### src/rtl/lcd_stat_pkg.sv
package lcd_stat_pkg;

    parameter int LINE_W     = 8;
    parameter int DOT_W      = 9;
    parameter int VB_FIRST   = 144;
    parameter int VB_LAST    = 153;
    parameter int QUIRK_DOTS = 4;
    parameter int QUIRK_RISE = 2;

    typedef enum logic [2:0] {
        PH_OFF,
        PH_ACTIVE,
        PH_VB_HEAD,
        PH_VB_BODY,
        PH_VB_TAIL
    } phase_e;

    // enables as stored from status write bits 6..3
    typedef struct packed {
        logic cmp;
        logic oam;
        logic vbl;
        logic hbl;
    } stat_en_t;

    typedef struct packed {
        logic vbl;
        logic hbl;
        logic oam;
        logic cmp;
    } stat_src_t;

endpackage

### src/rtl/lcd_stat_phase.sv
module lcd_stat_phase
    import lcd_stat_pkg::*;
#(
    parameter int LW = LINE_W,
    parameter int DW = DOT_W
) (
    input  logic          disp_en_i,
    input  logic [LW-1:0] line_i,
    input  logic [DW-1:0] dot_i,
    output phase_e        phase_o
);
    localparam logic [LW-1:0] FIRST_L = LW'(VB_FIRST);
    localparam logic [LW-1:0] LAST_L  = LW'(VB_LAST);
    localparam logic [DW-1:0] QDOTS_L = DW'(QUIRK_DOTS);

    logic in_window;
    assign in_window = (dot_i < QDOTS_L);

    always_comb begin
        if (!disp_en_i)                                   phase_o = PH_OFF;
        else if ((line_i == FIRST_L) && in_window)        phase_o = PH_VB_HEAD;
        else if ((line_i >= FIRST_L) && (line_i <= LAST_L)) phase_o = PH_VB_BODY;
        else if ((line_i == '0) && in_window)             phase_o = PH_VB_TAIL;
        else                                              phase_o = PH_ACTIVE;
    end
endmodule

### src/rtl/lcd_stat_sources.sv
module lcd_stat_sources
    import lcd_stat_pkg::*;
#(
    parameter int LW = LINE_W,
    parameter int DW = DOT_W
) (
    input  logic          clk,
    input  logic          rst_n,
    input  phase_e        phase_i,
    input  logic [LW-1:0] line_i,
    input  logic [DW-1:0] dot_i,
    input  logic [1:0]    mode_i,
    input  logic [LW-1:0] cmp_line_i,
    input  logic          wr_i,
    input  logic [7:0]    wdata_i,
    output stat_en_t      en_o,
    output stat_src_t     src_o
);
    localparam logic [LW-1:0] FIRST_L = LW'(VB_FIRST);
    localparam logic [DW-1:0] RISE_L  = DW'(QUIRK_RISE);

    stat_en_t  en_q, en_eff;
    stat_src_t src_q, src_n;

    assign en_eff = wr_i ? stat_en_t'(wdata_i[6:3]) : en_q;

    always_comb begin
        src_n = '0;
        unique case (phase_i)
            PH_OFF: src_n = '0;
            PH_ACTIVE: src_n.vbl = 1'b0;
            PH_VB_HEAD: begin
                if (dot_i < RISE_L) src_n.vbl = en_eff.oam & src_q.vbl;
                else                src_n.vbl = en_eff.oam;
            end
            PH_VB_BODY: src_n.vbl = en_eff.vbl;
            PH_VB_TAIL: src_n.vbl = en_eff.vbl & (mode_i == 2'd1);
            default:    src_n = '0;
        endcase
        if (phase_i != PH_OFF) begin
            src_n.hbl = (line_i != FIRST_L) && (mode_i == 2'd0) && en_eff.hbl;
            src_n.oam = (mode_i == 2'd2) && en_eff.oam;
            src_n.cmp = en_eff.cmp && (line_i == cmp_line_i);
        end
        // status write clears disabled sources at once
        if (wr_i) begin
            if (!wdata_i[6]) src_n.cmp = 1'b0;
            if (!wdata_i[4]) src_n.vbl = 1'b0;
            if (!wdata_i[3]) src_n.hbl = 1'b0;
        end
    end

    always_ff @(posedge clk) begin
        if (!rst_n) begin
            en_q  <= '0;
            src_q <= '0;
        end else begin
            en_q  <= en_eff;
            src_q <= src_n;
        end
    end

    assign en_o  = en_q;
    assign src_o = src_q;

    assert_hbl_line144_low_R4: assert property (@(posedge clk) disable iff (!rst_n)
        (line_i == FIRST_L) |=> !src_q.hbl);
    assert_vbl_body_follow_R6: assert property (@(posedge clk) disable iff (!rst_n)
        (phase_i == PH_VB_BODY && !wr_i) |=> (src_q.vbl == $past(en_q.vbl)));
    assert_wr_clear_vbl_R8: assert property (@(posedge clk) disable iff (!rst_n)
        (wr_i && !wdata_i[4]) |=> !src_q.vbl);
    assert_off_clear_R11: assert property (@(posedge clk) disable iff (!rst_n)
        (phase_i == PH_OFF) |=> (src_q == '0));
endmodule

### src/rtl/lcd_stat_edge.sv
module lcd_stat_edge
    import lcd_stat_pkg::*;
(
    input  logic      clk,
    input  logic      rst_n,
    input  logic      disp_en_i,
    input  stat_src_t src_i,
    output logic      irq_o
);
    logic line_now, line_prev_q;

    assign line_now = |src_i;
    assign irq_o    = line_now & ~line_prev_q;

    always_ff @(posedge clk) begin
        if (!rst_n)          line_prev_q <= 1'b0;
        else if (!disp_en_i) line_prev_q <= 1'b0;
        else                 line_prev_q <= line_now;
    end

    assert_irq_single_R3: assert property (@(posedge clk) disable iff (!rst_n)
        irq_o |=> !irq_o);
    assert_irq_needs_line_R3: assert property (@(posedge clk) disable iff (!rst_n)
        irq_o |-> line_now);
endmodule

### src/rtl/lcd_stat_irq.sv
module lcd_stat_irq
    import lcd_stat_pkg::*;
#(
    parameter int LW = LINE_W,
    parameter int DW = DOT_W
) (
    input  logic          clk,
    input  logic          rst_n,
    input  logic          disp_en_i,
    input  logic [LW-1:0] line_i,
    input  logic [DW-1:0] dot_i,
    input  logic [1:0]    mode_i,
    input  logic [LW-1:0] cmp_line_i,
    input  logic          stat_wr_i,
    input  logic [7:0]    stat_wdata_i,
    output logic [7:0]    stat_rd_o,
    output logic          irq_o
);
    phase_e    phase;
    stat_en_t  en;
    stat_src_t src;

    lcd_stat_phase #(.LW(LW), .DW(DW)) u_phase (
        .disp_en_i (disp_en_i),
        .line_i    (line_i),
        .dot_i     (dot_i),
        .phase_o   (phase)
    );

    lcd_stat_sources #(.LW(LW), .DW(DW)) u_src (
        .clk        (clk),
        .rst_n      (rst_n),
        .phase_i    (phase),
        .line_i     (line_i),
        .dot_i      (dot_i),
        .mode_i     (mode_i),
        .cmp_line_i (cmp_line_i),
        .wr_i       (stat_wr_i),
        .wdata_i    (stat_wdata_i),
        .en_o       (en),
        .src_o      (src)
    );

    lcd_stat_edge u_edge (
        .clk       (clk),
        .rst_n     (rst_n),
        .disp_en_i (disp_en_i),
        .src_i     (src),
        .irq_o     (irq_o)
    );

    assign stat_rd_o = {1'b1, en, (line_i == cmp_line_i), mode_i};

    assert_rd_enables_R1: assert property (@(posedge clk) disable iff (!rst_n)
        stat_wr_i |=> (stat_rd_o[6:3] == $past(stat_wdata_i[6:3])));
endmodule

### config.mk
export PLATFORM = sky130hd
export DESIGN_NAME = lcd_stat_irq
export DESIGN_NICKNAME = d
export VERILOG_FILES = /design/src/rtl/lcd_stat_pkg.sv /design/src/rtl/lcd_stat_phase.sv /design/src/rtl/lcd_stat_sources.sv /design/src/rtl/lcd_stat_edge.sv /design/src/rtl/lcd_stat_irq.sv
export SDC_FILE = /design/constraint.sdc
export NUM_CORES = 1
export LEC_CHECK = 0
export BUFFER_PORTS_ARGS = -buffer_cell sky130_fd_sc_hd__clkbuf_2
export CAP_MARGIN = 0
export CORE_MARGIN = 1
export CORE_UTILIZATION = 32
export DETAILED_ROUTE_END_ITERATION = 10
export GPL_TIMING_DRIVEN = 1
export PLACE_DENSITY = 0.75
export SYNTH_ARGS = -nofsm -noshare
export SYNTH_HDL_FRONTEND = slang
export SYNTH_SLANG_ARGS = --single-unit
### constraint.sdc
create_clock -name clk -period 1.1 [get_ports clk]
set_input_delay 0.11 -clock clk [delete_from_list [all_inputs] [get_ports clk]]
set_output_delay 0.11 -clock clk [all_outputs]
set_load 0.03 [all_outputs]
* Yosys cells after proc, flatten, opt, wreduce, memory -nomap -nowiden
Index checks and enable logic that the tools add are counted.
** Word-level totals
- Bits in registers :: 9
- Bits in latches :: 0
- Bits in writable memories :: 0
- Memory bits (read-only) :: 0
- Input port bits :: 39
- Word-level logic and storage cells :: 51
- Memories kept :: 0
** Operators by class
- $add $sub $neg :: 0
- $mul :: 0
- Divide/modulo/power cells :: 0
- Order comparisons :: 4
- Eq/ne operators :: 8
- Shift operators :: 0
- Multiplexer cells :: 13
- Bitwise operators :: 4
- Reduce and logical (&&, ||, !) cells :: 13
** Operators with widths (count)
- 2-to-1 mux 3 bit :: 5
- < comparator 9 x 2 -> 1 bit, second input constant :: 1
- < comparator 9 x 3 -> 1 bit, second input constant :: 1
- equality test 8 bit :: 1
- equality test 8 bit, second input constant :: 1
- >= comparator 8 bit, second input constant :: 1
- <= comparator 8 bit, second input constant :: 1
- zero test 8 bit :: 1
- != test 8 bit, second input constant :: 1
- logical AND 1 bit :: 7
- equality test 3 x 2 -> 1 bit, second input constant :: 2
- 2-to-1 mux 1 bit :: 5
- 2-to-1 mux 4 bit :: 1
- AND reduction 2 bit :: 2
- OR reduction 4 bit :: 1
- AND 1 bit :: 3
- equality test 3 bit, second input constant :: 1
- one-hot mux 1 bit (3 select lines) :: 1
- nonzero test 3 bit :: 1
- equality test 2 x 1 -> 1 bit, second input constant :: 1
- equality test 2 bit, second input constant :: 1
- zero test 2 bit :: 1
- 2-to-1 mux 2 bit :: 1
- inverter 1 bit :: 1

* Depth between registers and ports, before layout
Gate-level depths: netlist (run 1).
- Depth after elaboration :: 10
- Gate-level depth with buffers :: 5
- Depth with buffers taken out :: 4

* Hierarchy
Synthesis (run 1) repeated with hierarchy kept, for this count alone.
** Second synthesis, totals
- Cell total of the unflattened synthesis :: 83
- Area total of the unflattened synthesis :: 691.9 µm²
** Modules (own cells, without submodules)
- lcd_stat_sources :: instances 1, cells an instance 50, area an instance 444.2 µm²
- lcd_stat_irq :: instances 1, cells an instance 15, area an instance 112.6 µm²
- lcd_stat_phase :: instances 1, cells an instance 13, area an instance 91.3 µm²
- lcd_stat_edge :: instances 1, cells an instance 5, area an instance 43.8 µm²

* Worst setup path after synthesis (run 1)
Ideal clock, no wire load.
- Path type :: flip-flop to flip-flop
- From :: register u_src.en_q (netlist bit u_src.en_o[2])
- To :: register u_src.src_q (netlist bit u_src.src_o[3])
- Setup time :: 75 ps
- Data arrival time :: 1280 ps
- Data required time :: 1025 ps
- Path slack :: -255 ps
- Stages on the path, launching flop included :: 5
- Clock period less this slack :: 1355 ps
- Cell sequence :: dfxtp_1 > mux2i_1 > o21bai_1 > or4_1 > o22ai_1
** On the way
- Cells in the longest elaborated chain, start to end :: 6
** RTL lines
- start, declared :: RTL line lcd_stat_sources.sv:22 : stat_en_t en_q, en_eff;
- start signal, assigned :: RTL line lcd_stat_sources.sv:58 : en_q <= en_eff;
- 2-to-1 mux 4 bit * :: RTL line lcd_stat_sources.sv:25 : assign en_eff = wr_i ? stat_en_t'(wdata_i[6:3]) : en_q;
- AND 1 bit :: RTL line lcd_stat_sources.sv:33 : if (dot_i < RISE_L) src_n.vbl = en_eff.oam & src_q.vbl;
- 2-to-1 mux 1 bit * :: RTL line lcd_stat_sources.sv:33
- one-hot mux 1 bit (3 select lines) * :: RTL line lcd_stat_sources.sv:29 : unique case (phase_i)
- 2-to-1 mux 1 bit :: RTL line lcd_stat_sources.sv:48 : if (!wdata_i[4]) src_n.vbl = 1'b0;
- 2-to-1 mux 2 bit * :: RTL line lcd_stat_sources.sv:46 : if (wr_i) begin
- end signal, assigned :: RTL line lcd_stat_sources.sv:59 : src_q <= src_n;
- end, declared :: RTL line lcd_stat_sources.sv:23 : stat_src_t src_q, src_n;
Mark *: on every way between the ends. The rest lies on a longest branch, timed or not.
A chain may end at the register's enable or synchronous reset.

* Worst setup path after layout (run 1)
- From :: register u_src.src_q (netlist bit u_src.src_o[1])
- To :: output irq_o
** On the way
- Cells in the longest elaborated chain, start to end :: 2
** RTL lines
- OR reduction 4 bit :: RTL line lcd_stat_edge.sv:12 : assign line_now = |src_i;
- AND 1 bit :: RTL line lcd_stat_edge.sv:13 : assign irq_o = line_now & ~line_prev_q;
- end, declared :: RTL line lcd_stat_irq.sv:17 : output logic irq_o
Every way passes these cells.

==> summary.txt, run 1 <==
total congestion overflow: 0
vias in the first global route: 561
# IOs: 48
CP arrival: 1100 ps
DP Area: 848 sq um
synth warn: 0
Placement Rows: 14
Synth cell types: 24
first-pass GRT wire length: 2310 microns
Met3 Wirelength: 94 microns
CP endpoint kind: output port
port bufs: 41
fmax: 827 MHz
status: finished with violations
global-route usage over all layers: 17.7%
Final Util: 58.3%
dpl hpwl: 1370 microns
MaxCap Viol Count: 0
VDD IR max: 0.527 mV
Vias: 630
nets@finish: 153
RD Place Congestion: 0.737
Comb power frac: 28.5%
ANT cells: 0
minimum clock period: 1210 ps
Mean Syn Cell Area: 9.45 sq um
Sw Ratio: 28.7%
pin count of the biggest net entering global routing: 6
power per cell area: 930 mW/mm^2
Num CTS Buffers: 3
violated checks: design-rule violations, negative setup slack
worst-skew pair later-pin latency: 260 ps
top layer in use: met4
syn nets: 97
initial drt markers: 10
Top FF cell, synth: dfxtp_1
drt pass-1 iters: 7
internal power: 603 uW
Clock Sinks: 9
EDFF count, synth: 0
WL/cell: 12.1 microns
core area: 0.00156 sq mm
die width: 43.4 microns
Starting Density: 35.2%
Seq/Total Area, Yosys: 32.9%
Synth Cell Area: 548 sq um
CTS tree: yes
fin area: 910 sq um
H-tree levels: 1
unrepaired setup endpoints after global routing: yes
ANT nets after route: 0
Reg power frac: 40.3%
Clock Pin Slew Worst Setup and Hold Paths: 60 ps
met1 wire length: 621 microns
Tightest Hold Check Type: primary input to flop
Worst setup SP type: flop
Final Skew: 1.95 ps
crit path max fanout: 2
DR DRC count: 8
fin worst setup slack: -109 ps
Layout area overhead: 66.0%
Crit Path Category: flop to output port
final setup vio count: 2
Hold Slack: 121 ps
height of the chip: 43.4 microns
initial antenna violation count: 0
pins over their slew limit: 0
DRT Wirelength: 1560 microns
fin crit share: 110%
Clk network pwr share: 31.1%
vias per inst: 4.88
NetSw: 242 uW
met2 WL post-DR: 808 microns
share of layout cells above drive strength 1: 61.1%
Cells after Synth: 58
share of synthesized registers carrying an async set or reset: 0%
Static Leakage: 0.000446 uW
CP Data Required Time: 990 ps
postcts setup bufs: 0
Die ar.: 0.00188 sq mm
final hold violations: 0
Max clock buf depth: 2
clock root cell: clkbuf_4
post-synthesis register bit count: 9
[final timing paths]
kind                        from                 end  slack [ps]  depth (start not counted)
setup reg to reg   u_src.en_o[2]      u_src.src_o[3]         -60                          4
setup / recovery  u_src.src_o[1]               irq_o        -110                          3
hold reg to reg   u_src.src_o[2]  u_edge.line_prev_q         500                          2
hold / removal         disp_en_i      u_src.src_o[0]         120                          2
[synthesized netlist by cell type, drive strengths merged, types with 2 or more instances]
library cell	number	area (sq um)
nor4	4	31.3
mux2i	5	50.1
dfxtp	9	180
nor4b	3	26.3
nand4	3	18.8
and3	2	12.5
xnor2	8	70.1
buf	4	33.8
nor2	4	15.0
nor2b	5	33.8
[power groups by stage]
stage          Clock (uW)  Sequential (uW)  Combinational, uW
2_1_floorplan           0              364               95.4
3_3_place_gp            0              346                230
3_5_place_dp            0              347                237
4_1_cts               270              341                241
5_1_grt               297              342                259
6_report              263              341                241
[per-stage QoR]
step | setup slack (ps) | power, uW | setup TNS (ps) | cells
3_5_place_dp | -216 | 584 | -308 | 125
2_1_floorplan | -69.0 | 459 | -69.0 | 58
4_1_cts | -140 | 851 | -226 | 129
6_report | -109 | 846 | -173 | 129
3_3_place_gp | -107 | 576 | -151 | 125
5_1_grt | -167 | 897 | -283 | 129
[cells in the final DEF (no fill, tap or decap), drive strengths merged, types with 2 or more instances in the layout]
master,netlist,routed
and3,2,2
mux2i,5,5
dfxtp,9,9
nor4,4,4
nor4b,3,3
nor2b,5,5
nand4,3,3
xnor2,8,8
nor2,4,4
clkbuf,0,43
buf,4,16
[state kept, by name (all words and copies together), names as in the netlist]
| name | cells |
|---|---|
| u_edge.line_prev_q | 1 |
| u_src.en_o | 4 |
| u_src.src_o | 4 |
[logic make-up after synthesis]
family          share of synthesized area [%]
xor+xnor                                 12.8
buf+inv                                  6.16
compound gates                           3.43
mux                                      9.13
simple gates                             34.9
other cells                             0.684
flops                                    32.9
[critical path: stages (launching register included)]
cell,delay (ps)
dfxtp_2,330
nor4_4,280
nor2_1,60
buf_4,170
[cell type report]
cell class	instances	area (sq um)
Multi-Input combinational cell	45	362
Tap cell	16	20.0
Clock buffer	4	26.3
Fill cell	150	649
Timing Repair Buffer	55	315
Sequential cell	9	186
[per-layer routing]
layer / vias up / GRT usage, %
met5: - / 0
met4: 0 / 11.3
li1: 319 / -
met3: 4 / 6.67
met2: 26 / 29.4
met1: 281 / 18.9
[what timing repair did]
action,in CTS,in global routing
hold buffers,0,0
hold endpoints to repair,0,0
resized for setup,6,5
pin swaps,2,3
setup endpoints to repair,3,3
No activity file was read; power rests on OpenSTA's default activity.
==> run 2: changes to the inputs <==
CELL_PAD_IN_SITES_DETAIL_PLACEMENT = 0   (was unset)
CELL_PAD_IN_SITES_GLOBAL_PLACEMENT = 1   (was unset)
CORE_ASPECT_RATIO = 0.7   (was unset)
CORE_UTILIZATION = 22   (was 32)
PLACE_DENSITY = 0.77   (was 0.75)
RECOVER_POWER = 50   (was unset)
==> run 2 against run 1 <==
  * First-iteration DRC count fell by 70%
  * Largest cell class unchanged
  * Sequential share of layout area fell by 1.2 points
  * The run ends with negative setup slack left
  * Critical endpoint unchanged
  * Die area rose by 43%
  * Register-to-register slack barely moved
  * Non-clock buffer count rose by 2
  * Global-route usage fell by 5.3 points
  * Largest power group unchanged
==> summary.txt, run 2 (synthesis results as in run 1) <==
Starting Density: 24.4% (-11 points)
crit path max fanout: 2 (unchanged)
fin worst setup slack: -115 ps (-6.07 ps)
Die ar.: 0.00270 sq mm (+43%)
Clock Pin Slew Worst Setup and Hold Paths: 60 ps (about the same)
share of layout cells above drive strength 1: 61.7% (+0.68 points)
pins over their slew limit: 0 (unchanged)
first-pass GRT wire length: 2360 microns (+2.1%)
# IOs: 48 (unchanged)
H-tree levels: 1 (unchanged)
port bufs: 41 (unchanged)
hold-fix buffers at CTS: 0 (unchanged)
RD Place Congestion: 0.729 (-1.2%)
initial drt markers: 3 (-7)
DR DRC count: 0 (-8)
violated checks: negative setup slack
CP arrival: 1100 ps (about the same)
vias in the first global route: 588 (+4.8%)
clock root cell: clkbuf_4
worst-skew pair later-pin latency: 260 ps (about the same)
dpl hpwl: 1420 microns (+3.5%)
DRT Wirelength: 1660 microns (+5.9%)
status: finished with violations
drt pass-1 iters: 4 (-3)
Placement Rows: 14 (unchanged)
unrepaired setup endpoints after global routing: yes
Hold Slack: 130 ps (+8.96 ps)
pre-CTS setup slack: -130 ps (+86.7 ps)
initial antenna violation count: 0 (unchanged)
Max clock buf depth: 2 (unchanged)
power per cell area: 895 mW/mm^2 (-3.7%)
vias per inst: 4.33 (-11%)
WL/cell: 11.3 microns (-7.1%)
fin area: 968 sq um (+6.5%)
CP Data Required Time: 990 ps (about the same)
fin crit share: 110% (+0.55 points)
Final Skew: 1.51 ps (-0.447 ps)
final setup vio count: 2 (unchanged)
final hold violations: 0 (unchanged)
DP Area: 883 sq um (+4.1%)
minimum clock period: 1210 ps (+6.06 ps)
Layout area overhead: 76.7%
ANT cells: 0 (unchanged)
Fillers: 237 (+58%)
Worst setup SP type: flop
MaxCap Viol Count: 0 (unchanged)
fmax: 823 MHz (-0.50%)
postcts setup bufs: 0 (unchanged)
Tightest Hold Check Type: primary input to flop
total congestion overflow: 0 (unchanged)
most frequent cells in the layout: 37 x clkbuf_2, 16 x buf_4, 6 x dfxtp_1, 5 x xnor2_1
most common library cell in the layout ignoring fill and taps: clkbuf_2
VDD IR max: 0.220 mV (-58%)
pin count of the biggest net entering global routing: 6 (unchanged)
CTS tree: yes
Clock Sinks: 9 (unchanged)
core area: 0.00224 sq mm (+44%)
global-route usage over all layers: 12.4% (-5.3 points)
height of the chip: 43.8 microns (+0.86%)
Vias: 636 (+0.95%)
Num CTS Buffers: 3 (unchanged)
CP endpoint kind: output port
nets@finish: 155 (+1.3%)
die width: 61.7 microns (+42%)
Static Leakage: 0.000467 uW (+4.9%)
ANT nets after route: 0 (unchanged)
Final Util: 43.2% (-15 points)
Crit Path Category: flop to output port
==> run 2: cell count changes in the layout (fill, tap and decap cells not counted), sizes merged <==
cell    change
clkbuf      +1
buf         +1
==> run 2: path summary, 6_finish.rpt <==
kind | from | depth (start not counted) | end | slack, ps
setup reg to reg | u_src.en_o[2] | 4 | u_src.src_o[3] | -70
setup / recovery | u_src.src_o[1] | 3 | irq_o | -110
hold reg to reg | u_src.src_o[2] | 2 | u_edge.line_prev_q | 490
hold / removal | mode_i[0] | 3 | u_src.src_o[1] | 130
==> run 2: final cells by class <==
class / count / area (sq um) / share of cell area, %
multi-input combinational: 45 / 378 / 39.0
timing repair buffer: 57 / 338 / 34.9
sequential: 9 / 186 / 19.3
tap: 32 / 40.0 / 4.13
clock buffer: 4 / 26.3 / 2.71
==> run 2: per-stage QoR <==
stage	cells	TNS, ps	total power (uW)
after floorplan	58	-69.0	459
after global placement	143	-115	585
after detailed placement	143	-138	591
after CTS	147	-189	861
after global routing	147	-262	915
final	147	-180	867
==> run 2: routing by layer <==
| layer | GRT usage [%] | up-vias | wire (microns) |
|---|---|---|---|
| met5 | 0 | - | 0 |
| met4 | 0 | 0 | 0 |
| met3 | 6.57 | 0 | 143 |
| met2 | 23.7 | 28 | 839 |
| met1 | 12.7 | 282 | 672 |
| li1 | - | 326 | - |
==> run 2: where the power goes <==
group	switching, uW	internal [uW]
logic	119	139
clock network	127	140
registers	5.56	335
==> run 2: repair_timing <==
| action | in CTS | in global routing |
|---|---|---|
| gates resized for setup | 6 | 8 |
| setup endpoints to repair | 3 | 3 |
| pin swaps | 2 | 6 |
==> run 2: critical path: stages (launching register included) <==
cell and delay [ps]:
dfxtp_2 330, nor4_4 280, nor2_1 70, clkbuf_8 160
